**src/rtl/wdt_pkg.sv**
```systemverilog
package wdt_pkg;

   // register offsets on the bus
   localparam int unsigned OFS_KICK = 0;
   localparam int unsigned OFS_CFG  = 1;
   localparam int unsigned OFS_ACT  = 2;
   localparam int unsigned OFS_STAT = 3;
   localparam int unsigned OFS_CNT  = 4;

   // configuration field positions (2-bit fields)
   localparam int unsigned CFG_TOUT_LSB   = 0;
   localparam int unsigned CFG_DIV_LSB    = 4;
   localparam int unsigned CFG_WEND_LSB   = 8;
   localparam int unsigned CFG_WSTART_LSB = 12;

   typedef struct packed {
      logic running;
      logic locked;
      logic win_err;
      logic unf_err;
   } wdt_stat_t;

endpackage

```
**src/rtl/wdt_key_seq.sv**
```systemverilog
module wdt_key_seq #(
   parameter int unsigned KEY_W    = 8,
   parameter logic [KEY_W-1:0] KEY_ARM  = '0,
   parameter logic [KEY_W-1:0] KEY_FIRE = '1
) (
   input  logic             clk_i,
   input  logic             rst_ni,
   input  logic             sys_rst_ni,
   input  logic             kick_we_i,
   input  logic [KEY_W-1:0] kick_data_i,
   output logic             fire_o
);

   logic armed_q;

   // only kick-register writes move the tracker; all other traffic is invisible here
   always_ff @(posedge clk_i or negedge rst_ni) begin
      if (!rst_ni)
         armed_q <= 1'b0;
      else if (!sys_rst_ni)
         armed_q <= 1'b0;
      else if (kick_we_i)
         armed_q <= (kick_data_i == KEY_ARM);
   end

   assign fire_o = kick_we_i && armed_q && (kick_data_i == KEY_FIRE);

endmodule

```
**src/rtl/wdt_regs.sv**
```systemverilog
module wdt_regs #(
   parameter int unsigned DATA_W   = 16,
   parameter int unsigned ACT_W    = 8,
   parameter logic [DATA_W-1:0] CFG_RST = DATA_W'(16'h33F3),
   parameter logic [ACT_W-1:0]  ACT_RST = ACT_W'(8'h01)
) (
   input  logic              clk_i,
   input  logic              rst_ni,
   input  logic              cfg_we_i,
   input  logic              act_we_i,
   input  logic [DATA_W-1:0] wdata_i,
   input  logic              fire_i,
   output logic [DATA_W-1:0] cfg_o,
   output logic [ACT_W-1:0]  act_o,
   output logic              locked_o
);

   logic [DATA_W-1:0] cfg_q;
   logic [ACT_W-1:0]  act_q;
   logic              lock_q;

   // the lock is reachable only through the watchdog's own reset
   always_ff @(posedge clk_i or negedge rst_ni) begin
      if (!rst_ni) begin
         cfg_q  <= CFG_RST;
         act_q  <= ACT_RST;
         lock_q <= 1'b0;
      end else begin
         if (!lock_q && cfg_we_i) cfg_q <= wdata_i;
         if (!lock_q && act_we_i) act_q <= wdata_i[ACT_W-1:0];
         if (cfg_we_i || act_we_i || fire_i) lock_q <= 1'b1;
      end
   end

   assign cfg_o    = cfg_q;
   assign act_o    = act_q;
   assign locked_o = lock_q;

endmodule

```
**src/rtl/wdt_core.sv**
```systemverilog
module wdt_core #(
   parameter int unsigned CNT_W       = 16,
   parameter int unsigned TOUT_BASE   = 256,
   parameter int unsigned DIV_STEP    = 2,
   parameter bit          PRESCALE_EN = 1'b1
) (
   input  logic             clk_i,
   input  logic             rst_ni,
   input  logic [1:0]       tout_sel_i,
   input  logic [1:0]       div_sel_i,
   input  logic [1:0]       wstart_sel_i,
   input  logic [1:0]       wend_sel_i,
   input  logic             fire_i,
   output logic [CNT_W-1:0] count_o,
   output logic [CNT_W-1:0] reload_o,
   output logic             running_o,
   output logic             tick_o,
   output logic             win_viol_o,
   output logic             unf_o
);

   localparam int unsigned PRE_W = (DIV_STEP * 3 > 0) ? DIV_STEP * 3 : 1;

   logic [CNT_W-1:0] count_q, reload, quarter, start_th, end_th;
   logic             running_q, in_win, accept, tick, unf;

   // q * n for n in 0..3, shift-and-add only
   function automatic logic [CNT_W-1:0] mul_q(input logic [CNT_W-1:0] q,
                                              input logic [1:0] n);
      case (n)
         2'd0:    mul_q = '0;
         2'd1:    mul_q = q;
         2'd2:    mul_q = q << 1;
         default: mul_q = (q << 1) + q;
      endcase
   endfunction

   always_comb begin
      reload   = CNT_W'(TOUT_BASE) << tout_sel_i;
      quarter  = reload >> 2;
      start_th = mul_q(quarter, wstart_sel_i) + quarter;
      end_th   = mul_q(quarter, 2'd3 - wend_sel_i);
      in_win   = (count_q <= start_th) && (count_q >= end_th);
   end

   assign accept     = fire_i && (!running_q || in_win);
   assign win_viol_o = fire_i && running_q && !in_win;

   generate
      if (PRESCALE_EN) begin : g_pre
         logic [PRE_W-1:0] pre_q, pre_lim;
         int unsigned      shamt;

         always_comb begin
            shamt   = 32'(div_sel_i) * DIV_STEP;
            pre_lim = ~({PRE_W{1'b1}} << shamt);
         end

         always_ff @(posedge clk_i or negedge rst_ni) begin
            if (!rst_ni)
               pre_q <= '0;
            else if (accept)
               pre_q <= '0;
            else if (running_q)
               pre_q <= (pre_q == pre_lim) ? '0 : pre_q + 1'b1;
         end

         assign tick = running_q && (pre_q == pre_lim);
      end else begin : g_nopre
         logic div_unused;
         assign div_unused = ^div_sel_i;
         assign tick       = running_q;
      end
   endgenerate

   assign unf = tick && (count_q == '0);

   always_ff @(posedge clk_i or negedge rst_ni) begin
      if (!rst_ni) begin
         count_q   <= '0;
         running_q <= 1'b0;
      end else begin
         if (accept) running_q <= 1'b1;
         if (accept || unf)
            count_q <= reload;
         else if (tick)
            count_q <= count_q - 1'b1;
      end
   end

   assign count_o   = count_q;
   assign reload_o  = reload;
   assign running_o = running_q;
   assign tick_o    = tick;
   assign unf_o     = unf;

endmodule

```
**src/rtl/win_wdt.sv**
```systemverilog
module win_wdt #(
   parameter int unsigned ADDR_W      = 3,
   parameter int unsigned DATA_W      = 16,
   parameter int unsigned KEY_W       = 8,
   parameter int unsigned ACT_W       = 8,
   parameter int unsigned CNT_W       = 16,
   parameter int unsigned TOUT_BASE   = 256,
   parameter int unsigned DIV_STEP    = 2,
   parameter bit          PRESCALE_EN = 1'b1,
   parameter logic [DATA_W-1:0] CFG_RST = DATA_W'(16'h33F3),
   parameter logic [ACT_W-1:0]  ACT_RST = ACT_W'(8'h01)
) (
   input  logic              clk_i,
   input  logic              rst_ni,
   input  logic              sys_rst_ni,
   input  logic [ADDR_W-1:0] bus_addr_i,
   input  logic              bus_we_i,
   input  logic              bus_re_i,
   input  logic [DATA_W-1:0] bus_wdata_i,
   output logic [DATA_W-1:0] bus_rdata_o,
   output logic              err_o,
   output logic              rst_req_o
);
   import wdt_pkg::*;

   localparam int unsigned MAX_RELOAD = TOUT_BASE << 3;

   generate
      if (ADDR_W < 3)              begin : g_chk_addr $error("ADDR_W must be at least 3"); end
      if (DATA_W < 14)             begin : g_chk_data $error("DATA_W too narrow for config fields"); end
      if (KEY_W > DATA_W)          begin : g_chk_key  $error("KEY_W exceeds DATA_W"); end
      if (ACT_W > DATA_W)          begin : g_chk_act  $error("ACT_W exceeds DATA_W"); end
      if (CNT_W > DATA_W)          begin : g_chk_cnt  $error("CNT_W exceeds DATA_W"); end
      if (TOUT_BASE % 4 != 0)      begin : g_chk_q    $error("TOUT_BASE must be a multiple of 4"); end
      if (MAX_RELOAD >= (1 << CNT_W)) begin : g_chk_fit $error("largest reload does not fit CNT_W"); end
   endgenerate

   logic              kick_we, cfg_we, act_we, fire, locked;
   logic [DATA_W-1:0] cfg_q;
   logic [ACT_W-1:0]  act_q;
   logic [CNT_W-1:0]  count, reload;
   logic              running, tick, win_viol, unf;
   logic              unf_st, win_st, err_q, req_q;
   logic              cfg_unused;
   wdt_stat_t         stat;

   assign kick_we = bus_we_i && (bus_addr_i == ADDR_W'(OFS_KICK));
   assign cfg_we  = bus_we_i && (bus_addr_i == ADDR_W'(OFS_CFG));
   assign act_we  = bus_we_i && (bus_addr_i == ADDR_W'(OFS_ACT));

   wdt_key_seq #(.KEY_W(KEY_W)) key_i (
      .clk_i       (clk_i),
      .rst_ni      (rst_ni),
      .sys_rst_ni  (sys_rst_ni),
      .kick_we_i   (kick_we),
      .kick_data_i (bus_wdata_i[KEY_W-1:0]),
      .fire_o      (fire)
   );

   wdt_regs #(
      .DATA_W  (DATA_W),
      .ACT_W   (ACT_W),
      .CFG_RST (CFG_RST),
      .ACT_RST (ACT_RST)
   ) regs_i (
      .clk_i    (clk_i),
      .rst_ni   (rst_ni),
      .cfg_we_i (cfg_we),
      .act_we_i (act_we),
      .wdata_i  (bus_wdata_i),
      .fire_i   (fire),
      .cfg_o    (cfg_q),
      .act_o    (act_q),
      .locked_o (locked)
   );

   wdt_core #(
      .CNT_W       (CNT_W),
      .TOUT_BASE   (TOUT_BASE),
      .DIV_STEP    (DIV_STEP),
      .PRESCALE_EN (PRESCALE_EN)
   ) core_i (
      .clk_i        (clk_i),
      .rst_ni       (rst_ni),
      .tout_sel_i   (cfg_q[CFG_TOUT_LSB +: 2]),
      .div_sel_i    (cfg_q[CFG_DIV_LSB +: 2]),
      .wstart_sel_i (cfg_q[CFG_WSTART_LSB +: 2]),
      .wend_sel_i   (cfg_q[CFG_WEND_LSB +: 2]),
      .fire_i       (fire),
      .count_o      (count),
      .reload_o     (reload),
      .running_o    (running),
      .tick_o       (tick),
      .win_viol_o   (win_viol),
      .unf_o        (unf)
   );

   assign cfg_unused = ^{cfg_q, act_q};

   // sticky error flags: system reset may clear them
   always_ff @(posedge clk_i or negedge rst_ni) begin
      if (!rst_ni) begin
         unf_st <= 1'b0;
         win_st <= 1'b0;
      end else if (!sys_rst_ni) begin
         unf_st <= 1'b0;
         win_st <= 1'b0;
      end else begin
         if (unf)      unf_st <= 1'b1;
         if (win_viol) win_st <= 1'b1;
      end
   end

   always_ff @(posedge clk_i or negedge rst_ni) begin
      if (!rst_ni) begin
         err_q <= 1'b0;
         req_q <= 1'b0;
      end else begin
         err_q <= unf || win_viol;
         req_q <= (unf || win_viol) && act_q[0];
      end
   end

   assign err_o     = err_q;
   assign rst_req_o = req_q;

   always_comb begin
      stat.running = running;
      stat.locked  = locked;
      stat.win_err = win_st;
      stat.unf_err = unf_st;
   end

   always_comb begin
      bus_rdata_o = '0;
      if (bus_re_i) begin
         case (bus_addr_i)
            ADDR_W'(OFS_CFG):  bus_rdata_o = cfg_q;
            ADDR_W'(OFS_ACT):  bus_rdata_o = DATA_W'(act_q);
            ADDR_W'(OFS_STAT): bus_rdata_o = DATA_W'(stat);
            ADDR_W'(OFS_CNT):  bus_rdata_o = DATA_W'(count);
            default:           bus_rdata_o = '0;
         endcase
      end
   end

endmodule

```
**config.mk**
```make
export PLATFORM = sky130hd
export DESIGN_NAME = win_wdt
export DESIGN_NICKNAME = d
export VERILOG_FILES = /design/src/rtl/wdt_pkg.sv /design/src/rtl/wdt_key_seq.sv /design/src/rtl/wdt_regs.sv /design/src/rtl/wdt_core.sv /design/src/rtl/win_wdt.sv
export SDC_FILE = /design/constraint.sdc
export NUM_CORES = 1
export LEC_CHECK = 0
export BUFFER_PORTS_ARGS = -buffer_cell sky130_fd_sc_hd__buf_2
export CELL_PAD_IN_SITES_DETAIL_PLACEMENT = 1
export CELL_PAD_IN_SITES_GLOBAL_PLACEMENT = 2
export CORE_ASPECT_RATIO = 1.75
export CORE_UTILIZATION = 35
export CTS_CLUSTER_DIAMETER = 120
export DETAILED_ROUTE_END_ITERATION = 8
export PLACE_DENSITY_LB_ADDON = 0.1
export SKIP_LAST_GASP = 1
export SLEW_MARGIN = 0
export SYNTH_ARGS = -nofsm -noshare
export SYNTH_HDL_FRONTEND = slang
export SYNTH_SLANG_ARGS = --single-unit
```
**constraint.sdc**
```tcl
create_clock -name clk_i -period 6.2 [get_ports clk_i]
set_clock_uncertainty 0.2 [all_clocks]
set_input_delay 0.31 -clock clk_i [delete_from_list [all_inputs] [get_ports clk_i]]
set_output_delay 0.31 -clock clk_i [all_outputs]
set_load 0.01 [all_outputs]
```
# Word-level counts from Yosys, hierarchy flattened
# Index checks and enable logic that the tools add are counted.
[totals]
out_inout_bits = 18
rom_bits = 0
elab_cells = 78
reg_bits = 53
ramBits = 0
input_bits = 24
latch_bits = 0
n_memories = 0
[classes]
bitwise = 1
eq_ne = 13
magnitude_cmp = 2
n_mul = 0
mux = 15
n_div = 0
n_reduce_logical = 29
n_addsub = 5
n_shift = 2
[op_table]
columns = ["op", "n"]
rows = [
  ["$pmux W16 S3", 2],
  ["$pmux W16 S4", 1],
  ["$mux W16", 3],
  ["$mux W6", 3],
  ["$add A15 B14 Y16", 1],
  ["$add A16 B14 Y16", 1],
  ["$ge A16 B16 Y1", 1],
  ["$le A16 B16 Y1", 1],
  ["$logic_not A16 Y1", 1],
  ["$shl A9 B2 Y16 const A", 1],
  ["$sub A16 B1 Y16 const B", 1],
  ["$logic_and A1 B1 Y1", 14],
  ["$eq A8 B8 Y1 const B", 1],
  ["$logic_not A8 Y1", 1],
  ["$add A6 B1 Y6 const B", 1],
  ["$eq A3 B2 Y1 const B", 2],
  ["$eq A6 B6 Y1", 1],
  ["$mux W1", 6],
  ["$ne A2 B1 Y1 const B", 3],
  ["$not A6 Y6", 1],
  ["$shl A6 B3 Y6 const A", 1],
  ["$logic_or A1 B1 Y1", 5],
  ["$eq A2 B1 Y1 const B", 2],
  ["$eq A2 B2 Y1 const B", 2],
  ["7 further kinds", 11],
]

# Logic depth before layout (Yosys ltp)
# Gate-level depths: netlist of run 1.
[logic_depth]
ltp_word = 10
ltp_mapped = 20
mapped_depth_nobuf = 19

# Hierarchy
# From an unflattened synthesis of run 1, not the netlist that was laid out.
[hier_totals]
hier_cells = 394
area_unflattened_um2 = 3913.8
[modules_own_cells]
columns = ["mod", "seq_area_each_um2", "cells_per_inst", "n_inst", "area_each_um2"]
rows = [
  ["wdt_core", 575.6, 256, 1, 2263.4],
  ["wdt_regs", 639.4, 55, 1, 1004.7],
  ["win_wdt", 100.1, 72, 1, 560.5],
  ["wdt_key_seq", 25.0, 11, 1, 85.1],
]

# Worst setup path before layout of run 1
# No wires, ideal clock.
[synth_timing]
path_kind = "register -> register"
startpoint = "reg regs_i.cfg_q[1], in the netlist regs_i.cfg_o[1]"
endpoint = "reg core_i.count_q[10], in the netlist core_i.count_o[10]"
arrival_ns = 4.141
n_path_buf = 0
setup_ns = 0.125
synth_period_minus_slack_ns = 4.466
path_stages_with_launch = 20
t_required_ns = 5.875
setup_slack_ns = 1.734
path_cell_list = "dfstp_2 inv_1 ha_1 ha_1 mux2_2 a22o_1 ha_1 a21o_1 a21oi_1 nor2b_1 nor2_1 nor2_1 xnor2_1 ha_1 a211oi_1 o211ai_1 o21ai_0 o221ai_1 o41ai_4 mux2_2"
[synth_between]
elab_chain_cells = 10
elab_cells_between_ends = 13
classes_between = "2 x add/sub; 2 x order compare; 1 x shift; 3 x mux; 5 x reduce/logical"
[synth_lines]
columns = ["item", "line_no", "source"]
rows = [
  ["start, declared", "wdt_regs.sv:18", "logic [DATA_W-1:0] cfg_q;"],
  ["start signal, assigned", "wdt_regs.sv:29", "if (!lock_q && cfg_we_i) cfg_q <= wdata_i;"],
  ["$shl A9 B2 Y16 (*)", "wdt_core.sv:39", "reload = CNT_W'(TOUT_BASE) << tout_sel_i;"],
  ["$add A15 B14 Y16", "wdt_core.sv:34", "default: mul_q = (q << 1) + q;"],
  ["$pmux W16 S3", "wdt_core.sv:30", "case (n)"],
  ["$add A16 B14 Y16", "wdt_core.sv:41", "start_th = mul_q(quarter, wstart_sel_i) + quarter;"],
  ["$le A16 B16 Y1", "wdt_core.sv:43", "in_win = (count_q <= start_th) && (count_q >= end_th);"],
  ["$logic_and A1 B1 Y1", "wdt_core.sv:43", ""],
  ["$logic_or A1 B1 Y1", "wdt_core.sv:46", "assign accept = fire_i && (!running_q || in_win);"],
  ["$logic_and A1 B1 Y1", "wdt_core.sv:46", ""],
  ["$logic_or A1 B1 Y1", "wdt_core.sv:84", "if (accept || unf)"],
  ["$mux W16 / $reduce_bool A2 Y1 (equally long branches)", "--", ""],
  ["end signal, assigned", "wdt_core.sv:85", "count_q <= reload;"],
  ["end signal, assigned", "wdt_core.sv:87", "count_q <= count_q - 1'b1;"],
  ["end, declared", "wdt_core.sv:24", "logic [CNT_W-1:0] count_q, reload, quarter, start_th, end_th;"],
]
# Mark *: on every way between the ends. The rest lies on a longest branch, timed or not.
# A chain may end at the register's enable or synchronous reset.

# Final worst setup path of run 1
# Same ends and word-level chain as after synthesis.

==> impl_metrics.ini, run 1 <==
[route]
viasPerCell = 5.495
drc = 0
drtAntennaViolNets = 0
wirelength_um = 10850
wl_per_cell_um = 20.20
num_vias = 2951
first_iter_violations = 69
first_pass_iters = 4

[synthesis]
synth_edf_count = 0
yosys_warnings = 0
synthCells = 373
synth_fp_nets = 424
synthesis.area_mm2 = 0.003605
synthArstFlopShare_pct = 100.0
ys_seq_elements = 53
yosysUniqueCellTypes = 45
ys_seq_area_share_pct = 37.17
syn_avg_cell_area_um2 = 9.664
ys.flop_type = dfrtp_1

[cts]
htreeDepth = 2
clock_path_buffers = 2
cts.sinks = 53
clock_latency_ns = 0.31
clkTransAtPathRegs_ns = 0.07
ctsResizeCount = 0
cts_inserted_buffers = 5
cts_tree = yes
cts_root_buffer = clkbuf_16

[global_routing]
antenna_found_initial = 0
grt_pass1_wl_um = 17220
grt_max_degree = 54
grt_usage_pct = 21.99
grt_pass1_vias = 3181
overflow = 0

[power]
power-per-cell-area_mw_per_mm2 = 238.1
power.total_w = 0.0009793
vdd_drop_max_uv = 140.1
p_leak_nw = 1.916

[run_status]
status = complete, no violations

[critical_path]
crit_path_start = regs_i.cfg_o[1]
worstPathRequired_ns = 6.19
r2r_start = regs_i.cfg_o[1]
cp-start-kind = register
cp.arrival_ns = 5.02
path_max_fanout = 14
critical_path_class = reg2reg
end_kind = register

[timing]
tightest_slew_ns = 0.8843
fmax_ghz = 0.1987
hold_viol_final = 0
setup_violations = 0
slew_viol_final = 0
timing.setup.tns_ns = 0
whs_ns = 0.03654
period_share_pct = 81.16
rsz0062_at_grt = false
period_needed_ns = 5.032
relSlewSlack_pct = 40.85

[flow_run]
cap_violations = 0

[worst_hold_path]
holdCritStartpoint = bus_wdata_i[11]
hp-class = in2reg

[cells_and_area]
fillers = 1198
drive_above_1_share_pct = 24.51
area_delta_synth_final_pct = 14.09
antenna_cells = 0
seq_area_mm2 = 0.001340
final_nets = 462
multiInputGateArea_mm2 = 0.002162

[die]
fp.dieH_um = 136.3
rows = 48
initial_utilization_pct = 36.38
dieArea_mm2 = 0.01072
ioPinCount = 42
coreArea_mm2 = 0.009910
die_x_um = 78.72

[place]
portBuffers = 41
hpwlAfterDp_um = 8463
routabilityCongestion = 0.7724
==> critical path, stage by stage (launching register included) <==
cell and delay, ns:
dfstp_2 0.57, inv_1 0.08, ha_1 0.31, ha_1 0.33, mux2_2 0.27, a22o_1 0.26
ha_1 0.28, a21o_1 0.17, a21oi_1 0.23, nor2b_1 0.07, nor2_1 0.09, nor2_1 0.05
xnor2_1 0.14, ha_1 0.32, a211oi_1 0.28, o211ai_1 0.15, o21ai_0 0.22, o221ai_1 0.24
o41ai_4 0.24, mux2_2 0.42
==> cell usage in the layout, fill, tap and decap left out, drive strengths merged, types with 7 or more instances in the layout <==
master	synthesis	layout
dfstp	11	11
o21ai	14	14
xnor2	11	11
nor2	43	43
or3	11	11
nor4	10	10
inv	13	14
nor3	9	9
xor2	11	11
a22oi	16	16
mux2	35	35
dfrtp	42	42
nand2b	7	7
ha	26	26
nand2	18	18
nor2b	13	13
buf	2	44
a21oi	11	11
==> kinds of logic after synthesis <==
group,synth area share [%]
and+or+nand+nor,19.58
AOI/OAI and AO/OA,12.60
DFF,37.17
muxes,12.60
adders and majority gates,9.858
buffers and inverters,2.846
xor gates and xnor gates,5.345
==> timing repair <==
action	4_1_cts	5_1_grt
hold buffers	1	0
endpoints found under the hold margin	42	0
buffers inserted	0	0
==> power by group <==
part	internal, W	switching, W
clock network	0.000193	0.000136
registers	0.000386	0.0000334
logic	0.000107	0.000124
==> synthesized netlist by cell type (3+ instances only) <==
| cell type | n | area (µm²) |
|---|---|---|
| xor2_1 | 11 | 96.34 |
| clkbuf_1 | 12 | 45.04 |
| o21ai_0 | 14 | 70.07 |
| mux2_2 | 35 | 394.1 |
| nor2_1 | 43 | 161.4 |
| nor4_1 | 10 | 62.56 |
| a21boi_0 | 5 | 37.54 |
| nand4_1 | 5 | 31.28 |
| nor2b_1 | 13 | 81.33 |
| a21oi_1 | 11 | 55.05 |
| nand2b_1 | 7 | 43.79 |
| ha_1 | 26 | 325.3 |
| xnor2_1 | 11 | 96.34 |
| dfrtp_1 | 42 | 1051 |
| nand2_1 | 18 | 67.56 |
| nand3_1 | 6 | 30.03 |
| a22oi_1 | 16 | 120.1 |
| or3_1 | 11 | 68.82 |
| inv_1 | 13 | 48.80 |
| nor3_1 | 9 | 45.04 |
| mux2i_1 | 6 | 60.06 |
| dfstp_2 | 11 | 289.0 |
| a22o_1 | 4 | 35.03 |
| o211ai_1 | 3 | 22.52 |
| and2_1 | 6 | 37.54 |
==> sequential cells by signal, summed over array words and instances (netlist names) <==
register,flops
regs_i.locked_o,1
win_st,1
err_o,1
core_i.count_o,16
unf_st,1
regs_i.cfg_o,16
regs_i.act_o,8
rst_req_o,1
core_i.running_o,1
key_i.armed_q,1
core_i.g_pre.pre_q,6
==> stage by stage <==
stage | util (%) | std cells | setup slack, ns | instance area, µm²
finish | 41.50 | 537 | 1.168 | 4113
global route | 41.50 | 537 | 0.7614 | 4113
CTS | 41.50 | 537 | 1.137 | 4113
detailed placement | 39.71 | 528 | 1.166 | 3935
global placement | 39.71 | 528 | 1.345 | 3935
floorplan | - | 373 | 1.734 | 3605
==> final cells by class <==
cell class	instances	share of cell area (%)
tap	125	3.803
multi-input combinational	293	52.57
inverter	13	1.186
timing repair buffer	45	5.780
clock buffer	6	3.134
clock inverter	2	0.9431
sequential	53	32.58
==> per-layer routing <==
layer	routed length, µm	share of wire (%)	vias up	GRT usage (%)
met5	0	0	-	0
met1	4056	37	1468	22.68
met3	233	2.1	17	3.020
met2	6204	57	49	42.32
met4	352	3.2	0	10.60
li1	-	-	1417	-
==> worst paths after layout <==
check,cells past startpoint,endpoint,slack [ns]
max,19,core_i.count_o[10],1.17
min,2,regs_i.cfg_o[11],0.04
min reg2reg,1,regs_i.act_o[5],0.32
max in group asynchronous,3,core_i.count_o[14],4.85
min in group asynchronous,3,regs_i.act_o[7],0.47
max reg2reg,19,core_i.count_o[10],1.17
(Power assumes the default switching activity.)
==> inputs of run 2 (changes only) <==
--- a/config.mk
+++ b/config.mk
@@ -9,7 +9,7 @@
 export CELL_PAD_IN_SITES_DETAIL_PLACEMENT = 1
 export CELL_PAD_IN_SITES_GLOBAL_PLACEMENT = 2
 export CORE_ASPECT_RATIO = 1.75
-export CORE_UTILIZATION = 35
+export CORE_UTILIZATION = 34
 export CTS_CLUSTER_DIAMETER = 120
 export DETAILED_ROUTE_END_ITERATION = 8
 export PLACE_DENSITY_LB_ADDON = 0.1
==> constraint.sdc (replaced) <==
create_clock -name clk_i -period 4.3 [get_ports clk_i]
set_clock_uncertainty 0.2 [all_clocks]
set_input_delay 0.215 -clock clk_i [delete_from_list [all_inputs] [get_ports clk_i]]
set_output_delay 0.215 -clock clk_i [all_outputs]
set_load 0.01 [all_outputs]
==> run 2 against run 1 <==
Effect of this change:
- the run now ends with setup timing left
- sequential power up 43%
- combinational power up 93%
- critical path depth up 1
- register-to-register slack worse by 1.3 ns
- maximum frequency up 14%
- non-clock buffer count up 32
- first-iteration DRC count up 64%
- design area up 11%
- sequential share of layout area down 3.3 points
- cell count up 6.3%
- count of clock-buffer cells in the layout down 1
- highest routed layer unchanged
==> impl_metrics.ini, run 2 (synthesized netlist as in run 1, its figures left out) <==
[power]
swShare_pct = 30.89
seqPwrFrac_pct = 39.1
vdd_drop_max_uv = 422.6
switchingPower_w = 0.0004752
combPwrFrac_pct = 29.1
p_leak_nw = 2.082
power.total_w = 0.001539
power-per-cell-area_mw_per_mm2 = 336.0
p_clk_share_pct = 31.8
intPower_w = 0.001063

[critical_path]
cpPeakStageDelay_ns = 0.58
ff2ff_setup_slack_ns = -0.13
critPathBufInv = 2
r2r_start = regs_i.cfg_o[0]
worstRegToRegCells = 20
critPathTopFamily = compound AO/OA/AOI/OAI gates
cp-start-kind = register
cp.arrival_ns = 4.42
worstPathRequired_ns = 4.28
crit_path_start = regs_i.cfg_o[0]
crit_slowest_cell = dfstp_2
path_max_fanout = 6
crit_path_frequent_cell = ha_4
cp_cell_sequence = buf_6 > ha_4 > ha_4 > mux2_4 > a22o_4 > ha_4 > a21o_1 > a21oi_2 > nor2b_4 > nor2_1 > nor2_1 > xnor2_1 > ha_1 > nand4_1 > a21oi_2 > buf_4 > o21ai_4 > o221ai_4 > o41ai_4 > mux2_4
end_kind = register
critical_path_class = reg2reg
timing.rr.end = core_i.count_o[8]

[global_routing]
grt_max_degree = 54
grt_pass1_wl_um = 18070
antenna_found_initial = 0
grt_pass1_vias = 3327
overflow = 0
grt_usage_pct = 21.72

[place]
postPlaceCellArea_mm2 = 0.004073
routabilityCongestion = 0.7910
portBuffers = 41
hpwlAfterDp_um = 8454

[cts]
clock_path_buffers = 2
cts_root_buffer = clkbuf_16
htreeDepth = 2
cts_tree = yes
cts.sinks = 53
cts_inserted_buffers = 5
clock_latency_ns = 0.30
clkTransAtPathRegs_ns = 0.08

[die]
rows = 49
ioPinCount = 42
coreArea_mm2 = 0.01030
initial_utilization_pct = 35.00
dieArea_mm2 = 0.01103
fp.dieH_um = 138.2
die_x_um = 79.84

[route]
drc = 0
num_vias = 3080
top_layer = met4
dr_wl_met2_um = 6449
wl_per_cell_um = 19.61
viasPerCell = 5.394
wl_met3_um = 172
drtAntennaViolNets = 0
first_iter_violations = 113
wirelength_um = 11200
first_pass_iters = 4
wl_met1_um = 4366

[cells_and_area]
antenna_cells = 0
final_nets = 494
layout_common_cells = dfrtp_1, nor2_1, buf_2, mux2_2
mostFrequentLayoutCell = dfrtp_1
final_core_util_pct = 44.46
drive_above_1_share_pct = 32.43
fillers = 1204
final_cell_area_mm2 = 0.004579
area_delta_synth_final_pct = 27.04

[run_status]
status = finished with violations
violations = setup timing

[timing]
rsz0062_at_grt = true
slew_viol_final = 0
relSlewSlack_pct = 46.19
whs_ns = 0.004899
setup_ws_ns = -0.1323
fmax_ghz = 0.2256
period_share_pct = 103.1
tightest_slew_ns = 0.8072
setup_violations = 20
hold_viol_final = 0
period_needed_ns = 4.432

[worst_hold_path]
holdCritStartpoint = bus_wdata_i[7]
min_path_cells = 2
hp-class = in2reg
holdPathEnd = regs_i.cfg_o[7]

[flow_run]
cap_violations = 0
## run 2: power by group through the flow
stage	clock [W]	sequential (W)	combinational, W
2_1_floorplan	0	0.000585	0.000253
3_3_place_gp	0	0.000608	0.000380
3_5_place_dp	0	0.000611	0.000390
4_1_cts	0.000503	0.000603	0.000437
5_1_grt	0.000521	0.000609	0.000495
6_report	0.000489	0.000602	0.000448
## run 2: worst max-delay path by stage
stage	to	cells after the start
6_report	core_i.count_o[8]	20
5_1_grt	core_i.count_o[11]	20
4_1_cts	core_i.count_o[8]	20
3_5_place_dp	core_i.count_o[8]	19
3_3_place_gp	core_i.count_o[9]	19
2_1_floorplan	core_i.count_o[10]	19
## run 2: through the flow
step	instances	setup WS (ns)	TNS [ns]
finish	571	-0.1323	-1.157
floorplan	373	0.007294	0
CTS	569	-0.09645	-0.4810
detailed placement	546	-0.2193	-3.960
global route	571	-0.3199	-5.636
global placement	546	-0.09293	-0.9222
## run 2: repair_timing
item	4_1_cts	5_1_grt
hold buffers	13	0
cloned	0	1
hold endpoints to repair	59	0
endpoints found under the setup margin	25	25
buffers inserted	2	1
pin swaps	8	25
gates resized for setup	22	18
## run 2: metal layers
| metal | up-vias | track usage [%] |
|---|---|---|
| met3 | 12 | 2.244 |
| met2 | 42 | 40.62 |
| met1 | 1544 | 24.25 |
| met5 | - | 0 |
| li1 | 1482 | - |
| met4 | 0 | 8.553 |
## run 2: layout make-up
class	count	area, µm²	share of cell area (%)
clock inverters	3	50.05	1.093
repair buffers	77	519.2	11.34
flip-flops and latches	53	1340	29.26
well taps	127	158.9	3.470
inverters	13	51.30	1.120
clock buffers	5	125.1	2.732
multi-input cells	293	2335	50.98
